`src/rtl/mc_pkg.sv`:
```
package mc_pkg;

    localparam logic [5:0] OP_LOAD  = 6'h23;
    localparam logic [5:0] OP_STORE = 6'h2B;
    localparam logic [5:0] OP_AND   = 6'h24;
    localparam logic [5:0] OP_SUBI  = 6'h0A;
    localparam logic [5:0] OP_SGTI  = 6'h0B;

    typedef enum logic [3:0] {
        ST_FETCH, ST_DECODE, ST_ADDR, ST_MEMRD, ST_STMDR,
        ST_MEMWR, ST_EXEC, ST_ZERO, ST_FLAG, ST_WB
    } state_t;

    typedef enum logic [1:0] {
        ALU_ADD, ALU_SUB, ALU_AND
    } alu_op_t;

    typedef struct packed {
        logic    ir_ld;
        logic    pc_inc;
        logic    ab_ld;
        logic    a_from_r0;
        logic    mar_ld;
        logic    c_from_alu;
        logic    c_from_mem;
        logic    c_from_flag;
        logic    mdr_ld;
        logic    mem_we;
        logic    addr_mar;
        logic    rf_we;
        alu_op_t alu_op;
    } ctrl_t;

endpackage

```
`src/rtl/mc_alu.sv`:
```
module mc_alu
    import mc_pkg::*;
#(
    parameter int DW = 32
) (
    input  logic [DW-1:0] opa,
    input  logic [DW-1:0] opb,
    input  logic [DW-1:0] imm,
    input  alu_op_t       op,
    output logic [DW-1:0] res
);

    always_comb begin
        unique case (op)
            ALU_ADD: res = opa + imm;
            ALU_SUB: res = opa + ~imm + {{(DW-1){1'b0}}, 1'b1};
            ALU_AND: res = opa & opb;
            default: res = opa + imm;
        endcase
    end

endmodule

```
`src/rtl/mc_regfile.sv`:
```
module mc_regfile #(
    parameter int DW   = 32,
    parameter int NREG = 32,
    localparam int RW  = $clog2(NREG)
) (
    input  logic          clk,
    input  logic          rst_n,
    input  logic [RW-1:0] ra0,
    input  logic [RW-1:0] ra1,
    output logic [DW-1:0] rd0,
    output logic [DW-1:0] rd1,
    input  logic          we,
    input  logic [RW-1:0] wa,
    input  logic [DW-1:0] wd
);

    logic [DW-1:0] regs [NREG];

    assign regs[0] = '0;

    for (genvar g = 1; g < NREG; g++) begin : g_entry
        always_ff @(posedge clk or negedge rst_n) begin
            if (!rst_n)
                regs[g] <= '0;
            else if (we && wa == RW'(g))
                regs[g] <= wd;
        end
    end

    assign rd0 = regs[ra0];
    assign rd1 = regs[ra1];

    // entry zero answers zero even right after a write aimed at it
    a_r7_zero_reads_zero: assert property (@(posedge clk) disable iff (!rst_n)
        (ra0 == '0) |-> (rd0 == '0));
    a_r7_zero_write_lost: assert property (@(posedge clk) disable iff (!rst_n)
        (we && wa == '0) |=> (regs[0] == '0));

endmodule

```
`src/rtl/mc_ctrl.sv`:
```
module mc_ctrl
    import mc_pkg::*;
(
    input  logic       clk,
    input  logic       rst_n,
    input  logic [5:0] opcode,
    output ctrl_t      ctl,
    output logic [2:0] step,
    output logic       retire
);

    state_t state, nxt;

    always_ff @(posedge clk or negedge rst_n) begin
        if (!rst_n) begin
            state <= ST_FETCH;
            step  <= '0;
        end else begin
            state <= nxt;
            step  <= (nxt == ST_FETCH) ? 3'd0 : step + 3'd1;
        end
    end

    always_comb begin
        nxt = state;
        unique case (state)
            ST_FETCH:  nxt = ST_DECODE;
            ST_DECODE: begin
                if (opcode == OP_LOAD || opcode == OP_STORE)
                    nxt = ST_ADDR;
                else if (opcode == OP_AND || opcode == OP_SUBI || opcode == OP_SGTI)
                    nxt = ST_EXEC;
                else
                    nxt = ST_FETCH;
            end
            ST_ADDR:   nxt = (opcode == OP_LOAD) ? ST_MEMRD : ST_STMDR;
            ST_MEMRD:  nxt = ST_WB;
            ST_STMDR:  nxt = ST_MEMWR;
            ST_MEMWR:  nxt = ST_FETCH;
            ST_EXEC:   nxt = (opcode == OP_SGTI) ? ST_ZERO : ST_WB;
            ST_ZERO:   nxt = ST_FLAG;
            ST_FLAG:   nxt = ST_WB;
            ST_WB:     nxt = ST_FETCH;
            default:   nxt = ST_FETCH;
        endcase
    end

    always_comb begin
        ctl        = '0;
        ctl.alu_op = ALU_ADD;
        retire     = 1'b0;
        unique case (state)
            ST_FETCH:  ctl.ir_ld = 1'b1;
            ST_DECODE: begin
                ctl.pc_inc = 1'b1;
                ctl.ab_ld  = 1'b1;
            end
            ST_ADDR:   ctl.mar_ld = 1'b1;
            ST_MEMRD: begin
                ctl.addr_mar   = 1'b1;
                ctl.c_from_mem = 1'b1;
            end
            ST_STMDR:  ctl.mdr_ld = 1'b1;
            ST_MEMWR: begin
                ctl.addr_mar = 1'b1;
                ctl.mem_we   = 1'b1;
                retire       = 1'b1;
            end
            ST_EXEC: begin
                ctl.c_from_alu = 1'b1;
                ctl.alu_op     = (opcode == OP_AND) ? ALU_AND : ALU_SUB;
            end
            ST_ZERO:   ctl.a_from_r0   = 1'b1;
            ST_FLAG:   ctl.c_from_flag = 1'b1;
            ST_WB: begin
                ctl.rf_we = 1'b1;
                retire    = 1'b1;
            end
            default: ;
        endcase
    end

    // the fetch step is always numbered zero
    a_r9_fetch_is_step0: assert property (@(posedge clk) disable iff (!rst_n)
        (state == ST_FETCH) |-> (step == 3'd0));
    // a retire is followed by a fresh fetch
    a_r9_retire_then_fetch: assert property (@(posedge clk) disable iff (!rst_n)
        retire |=> (step == 3'd0));
    // the decode step never completes an instruction
    a_r8_decode_no_retire: assert property (@(posedge clk) disable iff (!rst_n)
        (step == 3'd1) |-> !retire);
    // the sixth step exists only as the compare write-back
    a_r6_six_step_retires: assert property (@(posedge clk) disable iff (!rst_n)
        (step == 3'd5) |-> (retire && opcode == OP_SGTI));

endmodule

```
`src/rtl/mc_core.sv`:
```
module mc_core
    import mc_pkg::*;
#(
    parameter int DW   = 32,
    parameter int AW   = 16,
    parameter int NREG = 32
) (
    input  logic          clk,
    input  logic          rst_n,
    output logic [AW-1:0] mem_addr,
    output logic [DW-1:0] mem_wdata,
    output logic          mem_we,
    input  logic [DW-1:0] mem_rdata,
    output logic [2:0]    step,
    output logic          retire
);

    localparam int RW = $clog2(NREG);
    localparam int IW = 16;

    logic [DW-1:0] ir, a_q, b_q, c_q, mdr;
    logic [AW-1:0] pc, mar;
    ctrl_t         ctl;

    logic [5:0]    opcode;
    logic [RW-1:0] f_rs1, f_rd, f_rs2, ra0, ra1;
    logic [DW-1:0] imm_x, rd0, rd1, alu_y, flag_val;

    assign opcode = ir[31:26];
    assign f_rs1  = ir[25:21];
    assign f_rd   = ir[20:16];
    assign f_rs2  = ir[15:11];
    assign imm_x  = {{(DW-IW){ir[IW-1]}}, ir[IW-1:0]};

    assign ra0 = ctl.a_from_r0 ? '0 : f_rs1;
    assign ra1 = (opcode == OP_STORE) ? f_rd : f_rs2;

    mc_ctrl u_ctrl (
        .clk    (clk),
        .rst_n  (rst_n),
        .opcode (opcode),
        .ctl    (ctl),
        .step   (step),
        .retire (retire)
    );

    mc_regfile #(.DW(DW), .NREG(NREG)) u_rf (
        .clk   (clk),
        .rst_n (rst_n),
        .ra0   (ra0),
        .ra1   (ra1),
        .rd0   (rd0),
        .rd1   (rd1),
        .we    (ctl.rf_we),
        .wa    (f_rd),
        .wd    (c_q)
    );

    mc_alu #(.DW(DW)) u_alu (
        .opa (a_q),
        .opb (b_q),
        .imm (imm_x),
        .op  (ctl.alu_op),
        .res (alu_y)
    );

    // sign bit clear and difference nonzero: take complement of A (A holds zero)
    assign flag_val = (c_q[DW-1] || c_q == '0) ? a_q
                                              : {{(DW-1){1'b0}}, ~a_q[0]};

    always_ff @(posedge clk or negedge rst_n) begin
        if (!rst_n) begin
            ir  <= '0;
            pc  <= '0;
            a_q <= '0;
            b_q <= '0;
            c_q <= '0;
            mar <= '0;
            mdr <= '0;
        end else begin
            if (ctl.ir_ld)       ir  <= mem_rdata;
            if (ctl.pc_inc)      pc  <= pc + AW'(1);
            if (ctl.ab_ld)       a_q <= rd0;
            if (ctl.a_from_r0)   a_q <= rd0;
            if (ctl.ab_ld)       b_q <= rd1;
            if (ctl.mar_ld)      mar <= alu_y[AW-1:0];
            if (ctl.mdr_ld)      mdr <= b_q;
            if (ctl.c_from_alu)  c_q <= alu_y;
            if (ctl.c_from_mem)  c_q <= mem_rdata;
            if (ctl.c_from_flag) c_q <= flag_val;
        end
    end

    assign mem_addr  = ctl.addr_mar ? mar : pc;
    assign mem_wdata = mdr;
    assign mem_we    = ctl.mem_we;

    // memory is written only in the retiring step of a store
    a_r3_write_at_retire: assert property (@(posedge clk) disable iff (!rst_n)
        mem_we |-> (retire && opcode == OP_STORE));
    // a compare write-back carries a clean 0/1 value
    a_r6_flag_clean: assert property (@(posedge clk) disable iff (!rst_n)
        (retire && opcode == OP_SGTI) |-> (c_q[DW-1:1] == '0));
    // an unknown opcode leaves memory untouched and moves to the next word
    a_r8_unknown_skips: assert property (@(posedge clk) disable iff (!rst_n)
        (step == 3'd1 && opcode != OP_LOAD && opcode != OP_STORE &&
         opcode != OP_AND && opcode != OP_SUBI && opcode != OP_SGTI)
        |=> (step == 3'd0 && !mem_we && mem_addr == $past(pc) + AW'(1)));

endmodule

```
`config.mk`:
```
export PLATFORM = sky130hd
export DESIGN_NAME = mc_core
export DESIGN_NICKNAME = d
export VERILOG_FILES = /design/src/rtl/mc_pkg.sv /design/src/rtl/mc_alu.sv /design/src/rtl/mc_regfile.sv /design/src/rtl/mc_ctrl.sv /design/src/rtl/mc_core.sv
export SDC_FILE = /design/constraint.sdc
export NUM_CORES = 2
export LEC_CHECK = 0
export BUFFER_PORTS_ARGS = -buffer_cell sky130_fd_sc_hd__buf_2
export CORE_ASPECT_RATIO = 0.5
export CORE_MARGIN = 2
export CORE_UTILIZATION = 45
export DETAILED_ROUTE_END_ITERATION = 6
export GPL_TIMING_DRIVEN = 1
export PLACE_DENSITY = 0.64
export SYNTH_ARGS = -nofsm -noshare
export SYNTH_HDL_FRONTEND = slang
export SYNTH_SLANG_ARGS = --single-unit
export TNS_END_PERCENT = 100
```
`constraint.sdc`:
```
create_clock -name clk -period 3.8 [get_ports clk]
set_input_delay 0.57 -clock clk [delete_from_list [all_inputs] [get_ports clk]]
set_output_delay 0.57 -clock clk [all_outputs]
set_load 0.01 [all_outputs]
```
======== Word-level counts from Yosys, hierarchy flattened ========
Index checks and enable logic that the tools add are counted.
word-level totals
  input bits .............................. 34
  register bits ........................... 1,191
  output and inout bits ................... 53
  word-level logic and storage cells ...... 178
operators by class
  equality and inequality tests ........... 47
  add/subtract/negate cells ............... 5
  magnitude comparators ................... 2
  multiplexer cells ....................... 36
  reductions and logical operators ........ 43
  bitwise gates (word level) .............. 5
operator list
  cell                     count
  $bmux W32 S5             2
  $mux W32                 10
  $eq A5 B5 Y1 const B     16
  $add A32 B32 Y32         2
  $pmux W32 S2             1
  $eq A5 B4 Y1 const B     8
  $add A32 B1 Y32 const B  1
  $and A32 B32 Y32         1
  $logic_not A32 Y1        1
  $not A32 Y32             1
  $logic_and A1 B1 Y1      31
  $pmux W4 S7              1
  $eq A5 B3 Y1 const B     4
  $eq A6 B6 Y1 const B     3
  $add A16 B1 Y16 const B  1
  $eq A4 B3 Y1 const B     4
  $mux W16                 1
  $eq A6 B4 Y1 const B     2
  $ge A6 B6 Y1 const B     2
  $not A5 Y6               2
  $mux W1                  11
  $eq A5 B2 Y1 const B     2
  $mux W5                  2
  $mux W3                  3
  other kinds (15)         26

======== Depth between registers and ports, before layout ========
  depth after elaboration ................. 9
  gate-level depth with buffers ........... 13
  depth with buffers taken out ............ 12

======== Hierarchy ========
A second synthesis with hierarchy kept.
second synthesis, totals
  cell total of the unflattened synthesis .. 4,988
  area total of the unflattened synthesis .. 66,266.1 um2
modules (own cells, without submodules)
  module      area each (um2)  instances  seq. area each (um2)  cells each
  mc_regfile  53,226.0         1          24,823.8              3,639
  mc_core     8,420.6          1          4,804.6               652
  mc_alu      4,025.1          1          0.0                   626
  mc_ctrl     594.3            1          175.2                 71

======== Least setup slack after synthesis ========
OpenSTA, ideal clock, no wires.
  path type ............................... register to register
  start point ............................. register ir[1]
  end point ............................... register c_q[25]
  stages on the path, launching flop included .. 12
  arrival time ............................ 2,634 ps
  required time ........................... 3,660 ps
  path slack .............................. 1,026 ps
  setup time .............................. 140 ps
  path through ............................ dfrtp_1 inv_1 ha_1 nor2b_1 o31a_1 o21ai_1 a31oi_1 a41o_1 a41o_1 a21o_1 a2111oi_0 a211oi_1
on the way
  cells in the longest elaborated chain, start to end .. 7
  elaborated cells on any way between the ends .. 8
RTL lines
  element                   line           source
  start: declaration        mc_core.sv:21  logic [DW-1:0] ir, a_q, b_q, c_q, mdr;
  start signal: assignment  mc_core.sv:81  if (ctl.ir_ld) ir <= mem_rdata;
  $not A32 Y32              mc_alu.sv:16   ALU_SUB: res = opa + ~imm + {{(DW-1){1'b0}}, 1'b1};
  $add A32 B32 Y32          mc_alu.sv:16
  $add A32 B1 Y32           mc_alu.sv:16
  $pmux W32 S2 *            mc_alu.sv:14   unique case (op)
  $mux W32 *                mc_core.sv:88  if (ctl.c_from_alu) c_q <= alu_y;
  $mux W32 *                mc_core.sv:89  if (ctl.c_from_mem) c_q <= mem_rdata;
  $mux W32 *                mc_core.sv:90  if (ctl.c_from_flag) c_q <= flag_val;
  end signal: assignment    mc_core.sv:88
  end signal: assignment    mc_core.sv:89
  end signal: assignment    mc_core.sv:90
  end: declaration          mc_core.sv:21
Every way passes the cells marked *; elsewhere a longest branch is shown, timed or not. The select of a mux whose other input is x is not followed.
A chain may end at the register's enable or synchronous reset.

======== Worst setup path in the final report ========
  start point ............................. register ir[30]
  end point ............................... register b_q[2]
on the way
  cells in the longest elaborated chain, start to end .. 6
RTL lines
  element                                       line              source
  $eq A6 B6 Y1                                  mc_core.sv:36     assign ra1 = (opcode == OP_STORE) ? f_rd : f_rs2;
  $mux W5                                       mc_core.sv:36
  $not A5 Y6 (implied by the code)              mc_regfile.sv:31  assign rd1 = regs[ra1];
  $bmux W32 S5                                  mc_regfile.sv:31
  $mux W32 (implied by the code) (2 in series)  mc_regfile.sv:31
  end signal: assignment                        mc_core.sv:85     if (ctl.ab_ld) b_q <= rd1;
  end: declaration                              mc_core.sv:21
No other way between the ends. The select of a mux whose other input is x is not followed.

==> out/summary.txt <==
Vias in the first global route - 53600
Fraction of layout cells with a size suffix above 1 - 27.9%
Post-synth top area share - 45.2%
Worst Hold Margin - 0.0426 ns
GPL Wtd Cong - 0.977
Area contributors post-synth - dfrtp_1, mux2_2, nand2_1
Worst path required time - 4.42 ns
Top post-synthesis cells by count - nand2_1, dfrtp_1, mux2_2, nand3_1, clkbuf_1
Number of I/O port buffers - 86
Rows - 99
Worst-skew pair later-pin latency - 0.78 ns
Post-synthesis mux area share - 22.4%
Worst-case reg-to-reg path depth - 10
Synth Area in Adders - 0.971%
Synthesized Nets - 6810
Worst r2r dst - b_q[2]
Synth Register Bits - 1191
Antenna violations before repair - 13
Vias per inst - 6.52
Mean area per synthesized cell - 9.81 sq um
Drt total wl - 254000 um
Post-Syn Area - 66000 sq um
Die ar. - 150000 sq um
Crit Path Max Fanout - 54
Die Ht - 275 um
Detailed Route Iter0 Violations - 8335
Final Skew - 0.0377 ns
Maximum number of pins on one net before global-route repair - 116
Post-CTS sizing - 0
Post-Synth Simple-Gate Area - 16.5%
Area fraction in compound gates after synthesis - 10.4%
Setup Buffers After CTS - 0
Most used flip-flop cell after synthesis - dfrtp_1
Starting Density - 45.3%
Largest family of logic cells by synthesized area - multiplexers
Pwr Density - 794 nW/um^2
Worst Hold End - ir[3]
Met2 WL - 104000 um
Yosys warning count - 0
Number of enable flip-flop cells after synthesis - 0
Num CTS Buffers - 113
VDD IR-drop max - 775 uV
Status - completed
Pwr Total - 59.0 mW
Clock sink total - 1191
Synth Area in XOR/XNOR - 0.465%
Clk slew on worst S/H paths - 0.07 ns
CP startpoint kind - flip-flop
FF-to-FF setup slack - 0.27 ns
Dpl ws - 0.387 ns
Setup crit end kind - flip-flop
RSZ-0062 raised after global routing - false
Core Area - 146000 sq um
Slew Limit Fails - 0
Clk root buf - clkbuf_16
First-pass GRT wire length - 370000 um
Met1 WL - 101000 um
Top routing layer in use - met5
Hold path start - mem_rdata[3]
GRT Resource Usage Total - 33.2%
Final Hold Viols - 0
CTS H-tree depth - 3
Setup tns final - 0 ns
Die X - 545 um
Top-count cell post-synth - nand2_1
Detailed-route via count - 56800
Total length of routed met3 wires - 36600 um
Distinct cells, synth - 76
# setup viols final - 0
Worst-Margin Slew - 1.27 ns
Area delta synth->final - 12.6%
Sequential fraction of the synthesis area - 45.2%
Reg2reg start - ir[30]
Final period utilization - 92.9%
Pre-Repair DR Iteration Count - 6
Detail Route Antenna Nets - 0
FMAX - 283 MHz
Longest Clk Path Bufs - 3
Gr ovfl total - 0
Pleak - 33.5 nW
FILL cells - 13100
Worst EP arrival - 4.15 ns
Max_cap viols - 0
Net count, final - 6731
Setup WS post-layout - 0.269 ns
Ys async rst share - 100%
Max-slew headroom - 15.3%
Ports - 87
Cell taking the most area after synthesis - dfrtp_1
Cells after synthesis - 6726
Average wire per standard cell - 29.1 um
HP Class - input pin to flip-flop
Setup Crit Path Kind - flip-flop to flip-flop
Worst hold path cell count - 3
Dpl hpwl - 159000 um
# DRC - 0
Tmin final - 3.53 ns
CTS tree - yes
metal layers:
layer	track usage (%)	vias up
li1	-	23800
met1	45.0	28500
met4	13.9	16
met5	0	-
met2	47.3	3681
met3	12.7	745
cells in the final DEF (no fill, tap or decap), types with 17 or more instances in the layout:
master	netlist	final
a211oi_1	107	107
a21o_1	29	29
a21oi_1	228	228
a221oi_1	38	38
a22o_1	33	33
a311oi_1	100	100
a31oi_1	138	138
a32o_1	26	26
and3_1	62	62
buf_12	0	89
buf_2	171	85
buf_4	13	252
clkbuf_1	353	24
clkbuf_16	0	115
clkbuf_8	0	24
clkinv_2	0	24
dfrtp_1	1191	1187
ha_1	48	48
inv_1	34	34
mux2_2	1120	1120
mux2i_1	64	61
mux4_2	63	63
nand2_1	1517	1498
nand2b_1	17	17
nand3_1	661	657
nor2_1	132	116
nor2b_1	42	41
nor3_1	50	44
o211ai_1	43	43
o21ai_0	133	133
o221ai_1	27	27
xnor2_1	26	26
per-stage QoR:
step	area [sq um]	instances	utilization, %
final	74300	8716	51.0
after CTS	74300	8711	51.0
after global routing	74300	8713	51.0
after global placement	70300	8500	48.3
after floorplan	66000	6726	-
after detailed placement	70300	8500	48.3
what timing repair did:
| action | CTS | global route |
|---|---|---|
| hold buffers | 1 | 0 |
| hold endpoints to repair | 70 | 0 |
| endpoints found under the setup margin | 0 | 0 |
cells by family (layout without fill, tap and decap cells):
kind of cell / Yosys count / after routing
other cells: 0 / 5
xor+xnor: 35 / 35
simple gates: 2535 / 2535
fa+ha+maj: 50 / 50
compound gates: 1008 / 1008
buf+inv: 655 / 671
flops: 1191 / 1191
mux: 1252 / 1252
worst max-delay path, stage by stage (launching register included):
cell,delay [ns]
dfrtp_1,0.42
nand4b_2,0.33
nor2_8,0.41
mux2_8,0.63
buf_12,0.28
nand2_1,0.11
a21oi_1,0.07
a211oi_1,0.26
o21ai_0,0.17
a21oi_1,0.46
o221ai_1,0.17
registers in the layout (all words and copies together) (netlist names):
signal        count
u_rf.regs       992
a_q              32
b_q              32
c_q              32
ir               32
mem_wdata        32
mar              16
pc               16
u_ctrl.state      4
u_ctrl.step       3
power by group:
group          internal, mW  leakage [nW]  total, mW  switching (mW)
Combinational          9.32          15.2       29.2            19.9
Clock                  6.99          1.95       12.4            5.38
Sequential             14.8          16.3       17.4            2.66
Total                  31.1          33.5       59.0            27.9
how the worst max path moves through the flow:
stage          cells after the start  endpoint    from  slack, ns
6_report                          10    b_q[2]  ir[30]       0.27
5_1_grt                           11   c_q[31]  ir[13]       0.16
4_1_cts                           10    b_q[2]  ir[30]       0.37
3_5_place_dp                      10    b_q[2]  ir[30]       0.39
3_3_place_gp                      10    b_q[0]  ir[30]       0.43
2_1_floorplan                     11   c_q[25]   ir[1]       1.03
cell type report:
cell class | count | area, sq um | area share (%)
Multi-Input combinational cell | 4880 | 33800 | 45.5
Clock inverter | 47 | 653 | 0.879
Inverter | 34 | 128 | 0.172
Antenna cell | 5 | 12.5 | 0.0168
Tap cell | 1969 | 2460 | 3.32
Sequential cell | 1191 | 29800 | 40.1
Clock buffer | 163 | 3300 | 4.44
Timing Repair Buffer | 427 | 4110 | 5.53
Note: power is estimated with default switching activity, not from simulation.
